## src/rtl/txp_pkg.sv

```systemverilog
package txp_pkg;
   typedef enum logic [2:0] {
      F_PRE  = 3'd0,
      F_SYNC = 3'd1,
      F_HDR  = 3'd2,
      F_LEN  = 3'd3,
      F_PAY  = 3'd4,
      F_CRC  = 3'd5,
      F_END  = 3'd6
   } field_e;

   typedef struct packed {
      field_e     f;
      logic [8:0] i;
   } pos_t;

   function automatic logic [15:0] crc_step(logic [15:0] c, logic b);
      return {c[14:0], 1'b0} ^ ((c[15] ^ b) ? 16'h1021 : 16'h0000);
   endfunction

   function automatic logic [8:0] pn_step(logic [8:0] s);
      return {s[0] ^ s[5], s[8:1]};
   endfunction

   // Skip forward past any field whose byte count is used up or zero.
   function automatic pos_t seek(pos_t p, logic [53:0] cnts);
      pos_t q = p;
      for (int k = 0; k < 6; k++) begin
         if (q.f != F_END && q.i >= cnts[int'(q.f)*9 +: 9]) begin
            q.f = field_e'(q.f + 3'd1);
            q.i = '0;
         end
      end
      return q;
   endfunction
endpackage

```

## src/rtl/txp_fifo.sv

```systemverilog
module txp_fifo #(
   parameter int DEPTH = 64,
   localparam int AW = $clog2(DEPTH)
) (
   input  logic          clk,
   input  logic          rst_n,
   input  logic          wr_en,
   input  logic [7:0]    wr_data,
   input  logic          pop,
   output logic [7:0]    rd_data,
   output logic          empty,
   input  logic          start,
   input  logic          pkt_done,
   input  logic [AW-1:0] afull_thr,
   input  logic [AW-1:0] aempty_thr,
   output logic          ev_afull,
   output logic          ev_aempty
);
   logic [7:0]  mem [DEPTH];
   logic [AW:0] wp, rp, base, fill;
   logic        dirty, last_ok, af_q, ae_q, full, wr_acc, af_lvl, ae_lvl;

   assign fill    = wp - rp;
   assign full    = (fill == (AW+1)'(DEPTH));
   assign empty   = (fill == '0);
   assign wr_acc  = wr_en && !full;
   assign rd_data = mem[rp[AW-1:0]];
   assign af_lvl  = fill > {1'b0, afull_thr};
   assign ae_lvl  = fill <= {1'b0, aempty_thr};
   assign ev_afull  = af_lvl && !af_q;
   assign ev_aempty = ae_lvl && !ae_q;

   always_ff @(posedge clk) begin
      if (wr_acc) mem[wp[AW-1:0]] <= wr_data;
   end

   always_ff @(posedge clk or negedge rst_n) begin
      if (!rst_n) begin
         wp <= '0; rp <= '0; base <= '0;
         dirty <= 1'b1; last_ok <= 1'b0;
         af_q <= 1'b0; ae_q <= 1'b1;
      end else begin
         af_q <= af_lvl;
         ae_q <= ae_lvl;
         if (wr_acc) wp <= wp + 1'b1;
         if (start) dirty <= wr_acc;
         else if (wr_acc) dirty <= 1'b1;
         if (start) last_ok <= 1'b0;
         else if (pkt_done) last_ok <= 1'b1;
         if (start && !dirty && last_ok) begin
            rp <= base;
         end else begin
            if (start) base <= rp;
            if (pop) rp <= rp + 1'b1;
         end
      end
   end

   p_fill_bounded_r9: assert property (@(posedge clk) disable iff (!rst_n)
      fill <= (AW+1)'(DEPTH));
   p_pop_nonempty_r12: assert property (@(posedge clk) disable iff (!rst_n)
      pop |-> !empty);
endmodule

```

## src/rtl/txp_framer.sv

```systemverilog
module txp_framer
   import txp_pkg::*;
#(
   parameter int PRE_W = 4,
   parameter int LEN_W = 8
) (
   input  logic             clk,
   input  logic             rst_n,
   input  logic             start,
   input  logic             bit_tick,
   input  logic [PRE_W-1:0] pre_len,
   input  logic [1:0]       sync_len,
   input  logic [31:0]      sync_word,
   input  logic [2:0]       hdr_len,
   input  logic [31:0]      hdr_word,
   input  logic             len_en,
   input  logic [LEN_W-1:0] pkt_len,
   input  logic             crc_en,
   input  logic             crc_all,
   input  logic             wh_en,
   input  logic             man_en,
   input  logic             man_inv,
   input  logic [7:0]       fifo_data,
   input  logic             fifo_empty,
   output logic             pop,
   output logic             tx_bit,
   output logic             busy,
   output logic             pkt_sent,
   output logic             err_underflow
);
   field_e      fld;
   logic [8:0]  idx;
   logic [7:0]  sh;
   logic [2:0]  bcnt;
   logic        phase, in_wh, in_crc, dbit, adv;
   logic [8:0]  pn;
   logic [15:0] crc, crc_nxt;
   logic [2:0]  hdr_n;
   logic [53:0] cnts;
   pos_t        np, p0;

   assign hdr_n = (hdr_len > 3'd4) ? 3'd4 : hdr_len;
   assign cnts  = {9'(crc_en ? 2 : 0), 9'(pkt_len), 9'(len_en), 9'(hdr_n),
                   9'(sync_len) + 9'd1, 9'(pre_len)};
   assign np    = seek('{f: fld, i: idx + 9'd1}, cnts);
   assign p0    = seek('{f: F_PRE, i: 9'd0}, cnts);

   function automatic logic [7:0] fbyte(pos_t p, logic [15:0] c);
      logic [1:0] s;
      logic [2:0] h;
      s = sync_len - p.i[1:0];
      h = hdr_n - 3'd1 - p.i[2:0];
      case (p.f)
         F_PRE:   return 8'h55;
         F_SYNC:  return sync_word[{s, 3'b000} +: 8];
         F_HDR:   return hdr_word[{h[1:0], 3'b000} +: 8];
         F_LEN:   return 8'(pkt_len);
         F_PAY:   return fifo_data;
         F_CRC:   return (p.i == 9'd0) ? c[15:8] : c[7:0];
         default: return 8'h00;
      endcase
   endfunction

   assign in_wh   = wh_en && (fld == F_PAY || fld == F_CRC);
   assign in_crc  = (fld == F_PAY) || (crc_all && (fld == F_HDR || fld == F_LEN));
   assign dbit    = sh[7] ^ (in_wh & pn[0]);
   assign crc_nxt = in_crc ? crc_step(crc, sh[7]) : crc;
   assign adv     = busy && bit_tick && (!man_en || phase);
   assign pop     = adv && bcnt == 3'd7 && np.f == F_PAY && !fifo_empty;

   always_ff @(posedge clk or negedge rst_n) begin
      if (!rst_n) begin
         busy <= 1'b0; fld <= F_END; idx <= '0; sh <= '0; bcnt <= '0;
         phase <= 1'b0; pn <= '1; crc <= '1; tx_bit <= 1'b0;
         pkt_sent <= 1'b0; err_underflow <= 1'b0;
      end else begin
         pkt_sent <= 1'b0;
         err_underflow <= 1'b0;
         if (!busy) begin
            if (start) begin
               busy <= 1'b1; fld <= p0.f; idx <= p0.i;
               sh <= fbyte(p0, 16'hFFFF);
               bcnt <= '0; phase <= 1'b0; pn <= '1; crc <= '1;
            end
         end else if (bit_tick) begin
            tx_bit <= man_en ? (dbit ^ man_inv ^ phase) : dbit;
            if (man_en && !phase) begin
               phase <= 1'b1;
            end else begin
               phase <= 1'b0;
               crc   <= crc_nxt;
               if (in_wh) pn <= pn_step(pn);
               sh   <= {sh[6:0], 1'b0};
               bcnt <= bcnt + 3'd1;
               if (bcnt == 3'd7) begin
                  if (np.f == F_END) begin
                     busy <= 1'b0; pkt_sent <= 1'b1;
                  end else if (np.f == F_PAY && fifo_empty) begin
                     busy <= 1'b0; err_underflow <= 1'b1;
                  end else begin
                     fld <= np.f; idx <= np.i;
                     sh  <= fbyte(np, crc_nxt);
                     if (np.f == F_PAY && np.i == 9'd0) pn <= '1;
                  end
               end
            end
         end
      end
   end

   p_idle_hold_r8: assert property (@(posedge clk) disable iff (!rst_n)
      !busy |=> $stable(tx_bit));
   p_manch_split_r7: assert property (@(posedge clk) disable iff (!rst_n)
      (busy && bit_tick && phase) |=> (tx_bit != $past(tx_bit)));
   p_sent_idle_r4: assert property (@(posedge clk) disable iff (!rst_n)
      pkt_sent |-> !busy);
   p_err_idle_r12: assert property (@(posedge clk) disable iff (!rst_n)
      err_underflow |-> (!busy && !pkt_sent));
endmodule

```

## src/rtl/tx_packet_assembler.sv

```systemverilog
module tx_packet_assembler #(
   parameter int DEPTH = 64,
   parameter int PRE_W = 4,
   parameter int LEN_W = 8,
   localparam int AW = $clog2(DEPTH)
) (
   input  logic             clk,
   input  logic             rst_n,
   input  logic             fifo_wr,
   input  logic [7:0]       fifo_wdata,
   input  logic [AW-1:0]    afull_thr,
   input  logic [AW-1:0]    aempty_thr,
   input  logic             start,
   input  logic             bit_tick,
   input  logic [PRE_W-1:0] pre_len,
   input  logic [1:0]       sync_len,
   input  logic [31:0]      sync_word,
   input  logic [2:0]       hdr_len,
   input  logic [31:0]      hdr_word,
   input  logic             len_en,
   input  logic [LEN_W-1:0] pkt_len,
   input  logic             crc_en,
   input  logic             crc_all,
   input  logic             wh_en,
   input  logic             man_en,
   input  logic             man_inv,
   output logic             tx_bit,
   output logic             busy,
   output logic             pkt_sent,
   output logic             err_underflow,
   output logic             ev_afull,
   output logic             ev_aempty
);
   if ((DEPTH & (DEPTH - 1)) != 0 || DEPTH < 2) begin : g_bad_depth
      $error("DEPTH must be a power of two of at least 2");
   end
   if (LEN_W > 8 || PRE_W > 8) begin : g_bad_width
      $error("length and preamble counts must fit one byte");
   end

   logic [7:0] f_data;
   logic       f_empty, f_pop;

   txp_fifo #(.DEPTH(DEPTH)) u_fifo (
      .clk(clk), .rst_n(rst_n), .wr_en(fifo_wr), .wr_data(fifo_wdata),
      .pop(f_pop), .rd_data(f_data), .empty(f_empty),
      .start(start && !busy), .pkt_done(pkt_sent),
      .afull_thr(afull_thr), .aempty_thr(aempty_thr),
      .ev_afull(ev_afull), .ev_aempty(ev_aempty)
   );

   txp_framer #(.PRE_W(PRE_W), .LEN_W(LEN_W)) u_framer (
      .clk(clk), .rst_n(rst_n), .start(start), .bit_tick(bit_tick),
      .pre_len(pre_len), .sync_len(sync_len), .sync_word(sync_word),
      .hdr_len(hdr_len), .hdr_word(hdr_word), .len_en(len_en),
      .pkt_len(pkt_len), .crc_en(crc_en), .crc_all(crc_all),
      .wh_en(wh_en), .man_en(man_en), .man_inv(man_inv),
      .fifo_data(f_data), .fifo_empty(f_empty), .pop(f_pop),
      .tx_bit(tx_bit), .busy(busy), .pkt_sent(pkt_sent),
      .err_underflow(err_underflow)
   );
endmodule

```

## config.mk

```make
export PLATFORM = sky130hd
export DESIGN_NAME = tx_packet_assembler
export DESIGN_NICKNAME = d
export VERILOG_FILES = /design/src/rtl/txp_pkg.sv /design/src/rtl/txp_fifo.sv /design/src/rtl/txp_framer.sv /design/src/rtl/tx_packet_assembler.sv
export SDC_FILE = /design/constraint.sdc
export NUM_CORES = 1
export LEC_CHECK = 0
export ABC_AREA = 1
export BUFFER_PORTS_ARGS = -buffer_cell sky130_fd_sc_hd__buf_2
export CAP_MARGIN = 20
export CORE_AREA = 2 2 278 280
export CTS_CLUSTER_DIAMETER = 100
export DETAILED_ROUTE_END_ITERATION = 8
export DIE_AREA = 0 0 280 282
export PLACE_DENSITY = 0.65
export REMOVE_ABC_BUFFERS = 1
export SLEW_MARGIN = 30
export SYNTH_ARGS = -nofsm -noshare
export SYNTH_HDL_FRONTEND = slang
export SYNTH_SLANG_ARGS = --single-unit
```

## constraint.sdc

```tcl
create_clock -name clk -period 19.55 [get_ports clk]
set_clock_uncertainty 0.1 [all_clocks]
set_input_delay 5.865 -clock clk [delete_from_list [all_inputs] [get_ports clk]]
set_output_delay 5.865 -clock clk [all_outputs]
set_load 0.005 [all_outputs]
```

== Word-level counts from Yosys, hierarchy flattened ==
Memory sizes are Yosys's and may differ from the RTL's.
Index checks and enable logic that the tools add are counted.

* Register bits: 78
* RAM bits: 512
* Input bits: 112
* Logic and storage cells: 263
* Memories kept: 1

{| class="wikitable"
|+ Memories
! name !! depth !! bits a word !! rd ports !! clocked after Yosys merged registers in !! write ports !! line !! RTL
|-
| u_fifo.mem || 64 || 8 || 1 || 0 || 1 || txp_fifo.sv:19 || <nowiki>logic [7:0] mem [DEPTH];</nowiki>
|}

* Add/subtract/negate cells: 22
* $mul: 11
* Magnitude comparators: 15
* Eq/ne operators: 33
* Shifts and indexed selects: 15
* Multiplexer cells: 88
* Bitwise logic cells: 8
* Reduce and logical (&&, ||, !) cells: 52

{| class="wikitable"
|+ Operators by type and width
! kind !! count
|-
| $shiftx 54x8->9 || 10
|-
| $mux 9 || 16
|-
| $mux 12 || 11
|-
| $shiftx 32x6->8 || 4
|-
| $ge 9x9->1 || 11
|-
| $pmux 8 s6 || 2
|-
| $mux 16 || 5
|-
| $mul 3x4->7 const B || 10
|-
| $mux 8 || 8
|-
| $shiftx 54x6->9 || 1
|-
| $mux 3 || 12
|-
| $add 3x1->3 const B || 11
|-
| $ne 3x3->1 const B || 10
|-
| $mux 1 || 29
|-
| $logic_and 1x1->1 || 27
|-
| $eq 3x3->1 const B || 8
|-
| $eq 3x2->1 const B || 6
|-
| $xor 16x16->16 || 1
|-
| $add 7x1->7 const B || 2
|-
| $mux 7 || 2
|-
| $mux 13 || 1
|-
| $mux 10 || 1
|-
| $ne 2x2->1 const B || 5
|-
| $add 9x1->9 const B || 1
|-
| other kinds (26) || 50
|}

== Depth between registers and ports, before layout ==
* Depth after elaboration: 40
* Gate-level depth with buffers: 113
* Mapped depth without buffers: 113

== Modules after synthesis ==
A second synthesis with hierarchy kept.

* Cells, all modules: 3,600
* Area, all modules: 31,704.2 µm²

{| class="wikitable"
|+ By module, submodules not included
! module !! instances !! cells an instance !! area each (µm²) !! sequential area each (µm²)
|-
| txp_fifo || 1 || 2,213 || 23,348.6 || 16,002.8
|-
| txp_framer || 1 || 1,385 || 8,345.5 || 1,360.1
|-
| tx_packet_assembler || 1 || 2 || 10.0 || 0.0
|}

== Worst setup path before layout ==
No wires, ideal clock.

* Kind: in2reg
* Start point: in sync_len[0]
* End point: reg u_framer.sh[4]
* Arrival: 18.593 ns
* Data required time: 19.330 ns
* Path slack: 0.736 ns
* Cell stages on the path: 102
* Cells stage by stage: ha_1 > inv_1 > a21oi_1 > o21ai_0 > o21ai_0 > a32oi_1 > ha_1 > nand2_1 > nor2_1 > nand3_1 > nand2_1 > nor2_4 > nand2_1 > nand2_1 > inv_2 > nand2_1 > nand2_1 > inv_2 > (+66 left out) > a21boi_0 > o21a_1 > o211ai_1 > nand2_1 > a21oi_1 > nand2_2 > nand2_4 > nand2_1 > inv_1 > ha_1 > clkbuf_1 > clkbuf_1 > mux2i_1 > nand2_1 > nand3_1 > nand3_1 > o21ai_1 > nand2_1

* Cells in the longest elaborated chain, start to end: 39

{| class="wikitable"
|+ Ends and longest elaborated chain
! element !! line !! RTL
|-
| start, declared || tx_packet_assembler.sv:16 || <nowiki>input logic [1:0] sync_len,</nowiki>
|-
| $add 2x1->3 || txp_framer.sv:44 || <nowiki>9'(sync_len) + 9'd1, 9'(pre_len)};</nowiki>
|-
| $shiftx 54x8->9 || txp_pkg.sv:29 || <nowiki>if (q.f != F_END && q.i >= cnts[int'(q.f)*9 +: 9]) begin</nowiki>
|-
| $ge 9x9->1 || txp_pkg.sv:29 ||
|-
| $logic_and 1x1->1 || txp_pkg.sv:29 ||
|-
| $mux 12 || txp_pkg.sv:29 ||
|-
| $mul 3x4->7 || txp_pkg.sv:29 ||
|-
| $shiftx 54x8->9 || txp_pkg.sv:29 ||
|-
| $ge 9x9->1 || txp_pkg.sv:29 ||
|-
| (+23 left out) || n/a ||
|-
| $shiftx 32x6->8 (tied with other cells) || txp_framer.sv:56 || <nowiki>F_HDR: return hdr_word[{h[1:0], 3'b000} +: 8];</nowiki>
|-
| $pmux 8 s6 || txp_framer.sv:53 || <nowiki>case (p.f)</nowiki>
|-
| $mux 8 || txp_framer.sv:98 || <nowiki>end else if (np.f == F_PAY && fifo_empty) begin</nowiki>
|-
| $mux 8 || txp_framer.sv:96 || <nowiki>if (np.f == F_END) begin</nowiki>
|-
| $mux 8 || txp_framer.sv:95 || <nowiki>if (bcnt == 3'd7) begin</nowiki>
|-
| $mux 8 || txp_framer.sv:87 || <nowiki>if (man_en && !phase) begin</nowiki>
|-
| $mux 8 || txp_framer.sv:85 || <nowiki>end else if (bit_tick) begin</nowiki>
|-
| $mux 8 (*) || txp_framer.sv:79 || <nowiki>if (!busy) begin</nowiki>
|-
| end signal, assigned || txp_framer.sv:82 || <nowiki>sh <= fbyte(p0, 16'hFFFF);</nowiki>
|-
| end signal, assigned || txp_framer.sv:93 || <nowiki>sh <= {sh[6:0], 1'b0};</nowiki>
|-
| end signal, assigned || txp_framer.sv:102 || <nowiki>sh <= fbyte(np, crc_nxt);</nowiki>
|-
| end, declared || txp_framer.sv:33 || <nowiki>logic [7:0] sh;</nowiki>
|}

Every way passes the cells marked *; elsewhere a longest branch is shown, timed or not. The select of a mux whose other input is x is not followed.
A chain may end at the register's enable or synchronous reset.

== Final worst setup path ==
* Start point: in sync_len[0]
* End point: reg u_framer.sh[6]

Same word-level chain as after synthesis.

==> metrics.txt <==
status=complete, no violations; fin nets=3,374; Gate Count Post-Synth=3,054; clock latency on the worst-skew pair=0.64 ns; Post-Route WL=89,000 µm; Clock transition at path regs=0.06 ns; max_slew headroom=0.293; wire per inst=21.3 µm; Max Slew Vio Count=0; final worst slack=1.08 ns; Yosys reg bits=590; worst reg-to-reg path cell count=107; core area=75,700 µm²; hold slack=0.379 ns; layout cells sized above 1=0.139; worst min path class=flop to flop; top sig layer=met4; met2 routed WL=40,800 µm; beginning of the worst register-to-register path=u_framer.fld[2]; Hold Vio Cnt, Final=0; Global Route Usage Sum=0.220; Post-CTS Hold Buffers=0; post-route core utilization=0.449; Die W=280 µm; worst slew pin tran=1.05 ns; DR vias=23,700; Max-Cap Viols=0; CTS Sinks=590; initial antenna violation count=0; number of fill cells=7,112; synth-to-layout area growth=12.6%; CP required=19.96 ns; hold path startpoint=u_framer.pn[8]; Yosys top cell by area=edfxtp_1; Max clock buf depth=3; commonest cells after routing, fill and taps aside=693 x nand2_1, 512 x edfxtp_1, 238 x a21oi_1, 238 x nor2_1, 205 x inv_1; Buffers on Ports=117; FF/Latch Area=17,400 µm²; GRT Residual Overflow=0; flop2flop setup slack=5.67 ns; critical path's most frequent cell=nand2_1; CP Capture Type=flop; drt initial violations=2,332; Worst path max stage delay=0.32 ns; most common flop cell mapped by yosys=edfxtp_1; syn_area_per_cell=9.89 µm²; pre-CTS setup slack=-0.399 ns; Synth area leaders=edfxtp_1 51%, nand2_1 8.7%, dfrtp_1 4.1%, ha_1 4.0%, a21oi_1 4.0%; worst-path fanout max=10; M1 WL=38,100 µm; top cell type's share of synthesized area=0.509; DRC Markers=0; Starting Density=0.399; Worst Setup Start Kind=input pin; met3 WL=7110 µm; Die Ht=282 µm; most common cell after layout, fill and taps aside=nand2_1; Top-Level Pins=118; maximum number of pins on one net before global-route repair=135; Crit Path Class=input pin to flop; DR vias/cell=5.65; H-tree Lvls=2; ys async rst share=0.132; final cycle utilization of the critical path=0.945; Die ar.=79,000 µm²; antenna-violating nets left=0; row cnt=101; highest clock rate=0.0541 GHz; TNS Setup=0 ns; number of library cell types mapped by synthesis=68; vias in the first global route=21,900; Arr. time, crit path=18.88 ns; Inserted Diodes=0; final worst path period need=18.47 ns; final setup fails=0; drt pass-1 iters=5; WHS Endpoint=u_framer.pn[8]; CP max-delay cell=ha_1; cts bufs inserted=56; GPL Wtd Cong=0.953; Post-synth EDFFs=512; area of the multi-input gates=11,500 µm²; Mapped Area=30,200 µm²; WHS Path Cells=2; sequential share of the synthesized area=0.575; first-pass GRT wire length=133,000 µm; HPWL after DPL=57,900 µm; TritonCTS clock tree=done; clock root cell=clkbuf_16; Yosys Warn Count=0; reg-to-reg critical path endpoint=u_framer.sh[6]
## per-layer routing
| metal | vias to the layer above | global-route usage |
|---|---|---|
| li1 | 11100 | - |
| met5 | - | 0 |
| met2 | 1027 | 0.354 |
| met4 | 0 | 0.0750 |
| met1 | 11400 | 0.303 |
| met3 | 195 | 0.0353 |
## flip-flops by register name, indices dropped and copies added (netlist names), 3 cells and up
signal         cells
u_fifo.base        7
u_fifo.mem       512
u_fifo.rp          7
u_fifo.wp          7
u_framer.bcnt      3
u_framer.crc      16
u_framer.fld       3
u_framer.idx       9
u_framer.pn        9
u_framer.sh        8
## worst max-delay path by stage
stage | startpoint | slack (ns) | end
6_report | sync_len[0] | 1.08 | u_framer.sh[6]
3_5_place_dp | sync_len[0] | -0.40 | u_framer.sh[6]
3_3_place_gp | sync_len[0] | -0.02 | u_framer.sh[6]
2_1_floorplan | sync_len[0] | 0.50 | u_framer.sh[6]
4_1_cts | sync_len[0] | 0.20 | u_framer.sh[6]
5_1_grt | sync_len[0] | -0.09 | u_framer.sh[1]
## cell type report
class / instances / area share
Timing Repair Buffer: 199 / 0.0359
Tap cell: 978 / 0.0360
Multi-Input combinational cell: 2074 / 0.340
Clock inverter: 29 / 0.00651
Inverter: 243 / 0.0278
Sequential cell: 590 / 0.511
Clock buffer: 72 / 0.0436
## timing repair
action / 4_1_cts / 5_1_grt
setup endpoints to repair: 0 / 39
gates resized for setup: 0 / 61
buffers inserted: 0 / 11
## metrics by stage
step | cell area [µm²] | instances
after global routing | 34000 | 4185
after detailed placement | 32000 | 4073
after floorplan | 29600 | 2907
final | 34000 | 4185
after global placement | 32000 | 4073
after CTS | 33700 | 4174
## worst max-delay path: cells and delay by family
| kind | cells | cell delay (ns) |
|---|---|---|
| compound gates | 38 | 5.20 |
| fa+ha+maj | 8 | 2.18 |
| simple gates | 46 | 3.70 |
| buf+inv | 18 | 1.71 |
| xor+xnor | 1 | 0.15 |
## Yosys cell counts (6+ instances only)
master / count
o211ai_1: 46
a31oi_1: 7
a221oi_1: 26
inv_1: 213
o311ai_0: 15
a32o_1: 25
a21oi_1: 239
a32oi_1: 8
clkbuf_1: 110
o22ai_1: 30
nor2_2: 10
o221ai_1: 37
buf_2: 6
edfxtp_1: 512
a22oi_1: 47
nor3_1: 23
o21ai_0: 165
ha_1: 97
nand3_1: 159
nor2_1: 243
a221o_1: 7
nand2_4: 13
nand4_1: 26
dfstp_2: 29
buf_1: 26
nand2_1: 697
o21ai_1: 19
xor2_1: 19
inv_2: 20
dfrtp_1: 49
o21ai_2: 6
nand2_2: 31
mux2i_1: 16
## kinds of logic (layout without fill, tap and decap cells)
kind of cell / after synthesis / after routing / synth area share
buf+inv: 390 / 543 / 0.0502
xor+xnor: 25 / 25 / 0.00750
simple gates: 1226 / 1226 / 0.173
flops: 590 / 590 / 0.575
compound gates: 708 / 708 / 0.147
fa+ha+maj: 98 / 98 / 0.0409
mux: 17 / 17 / 0.00568
Power is not shown: default switching activity piles up to over one toggle a cycle in this logic, so the estimate is an artifact.
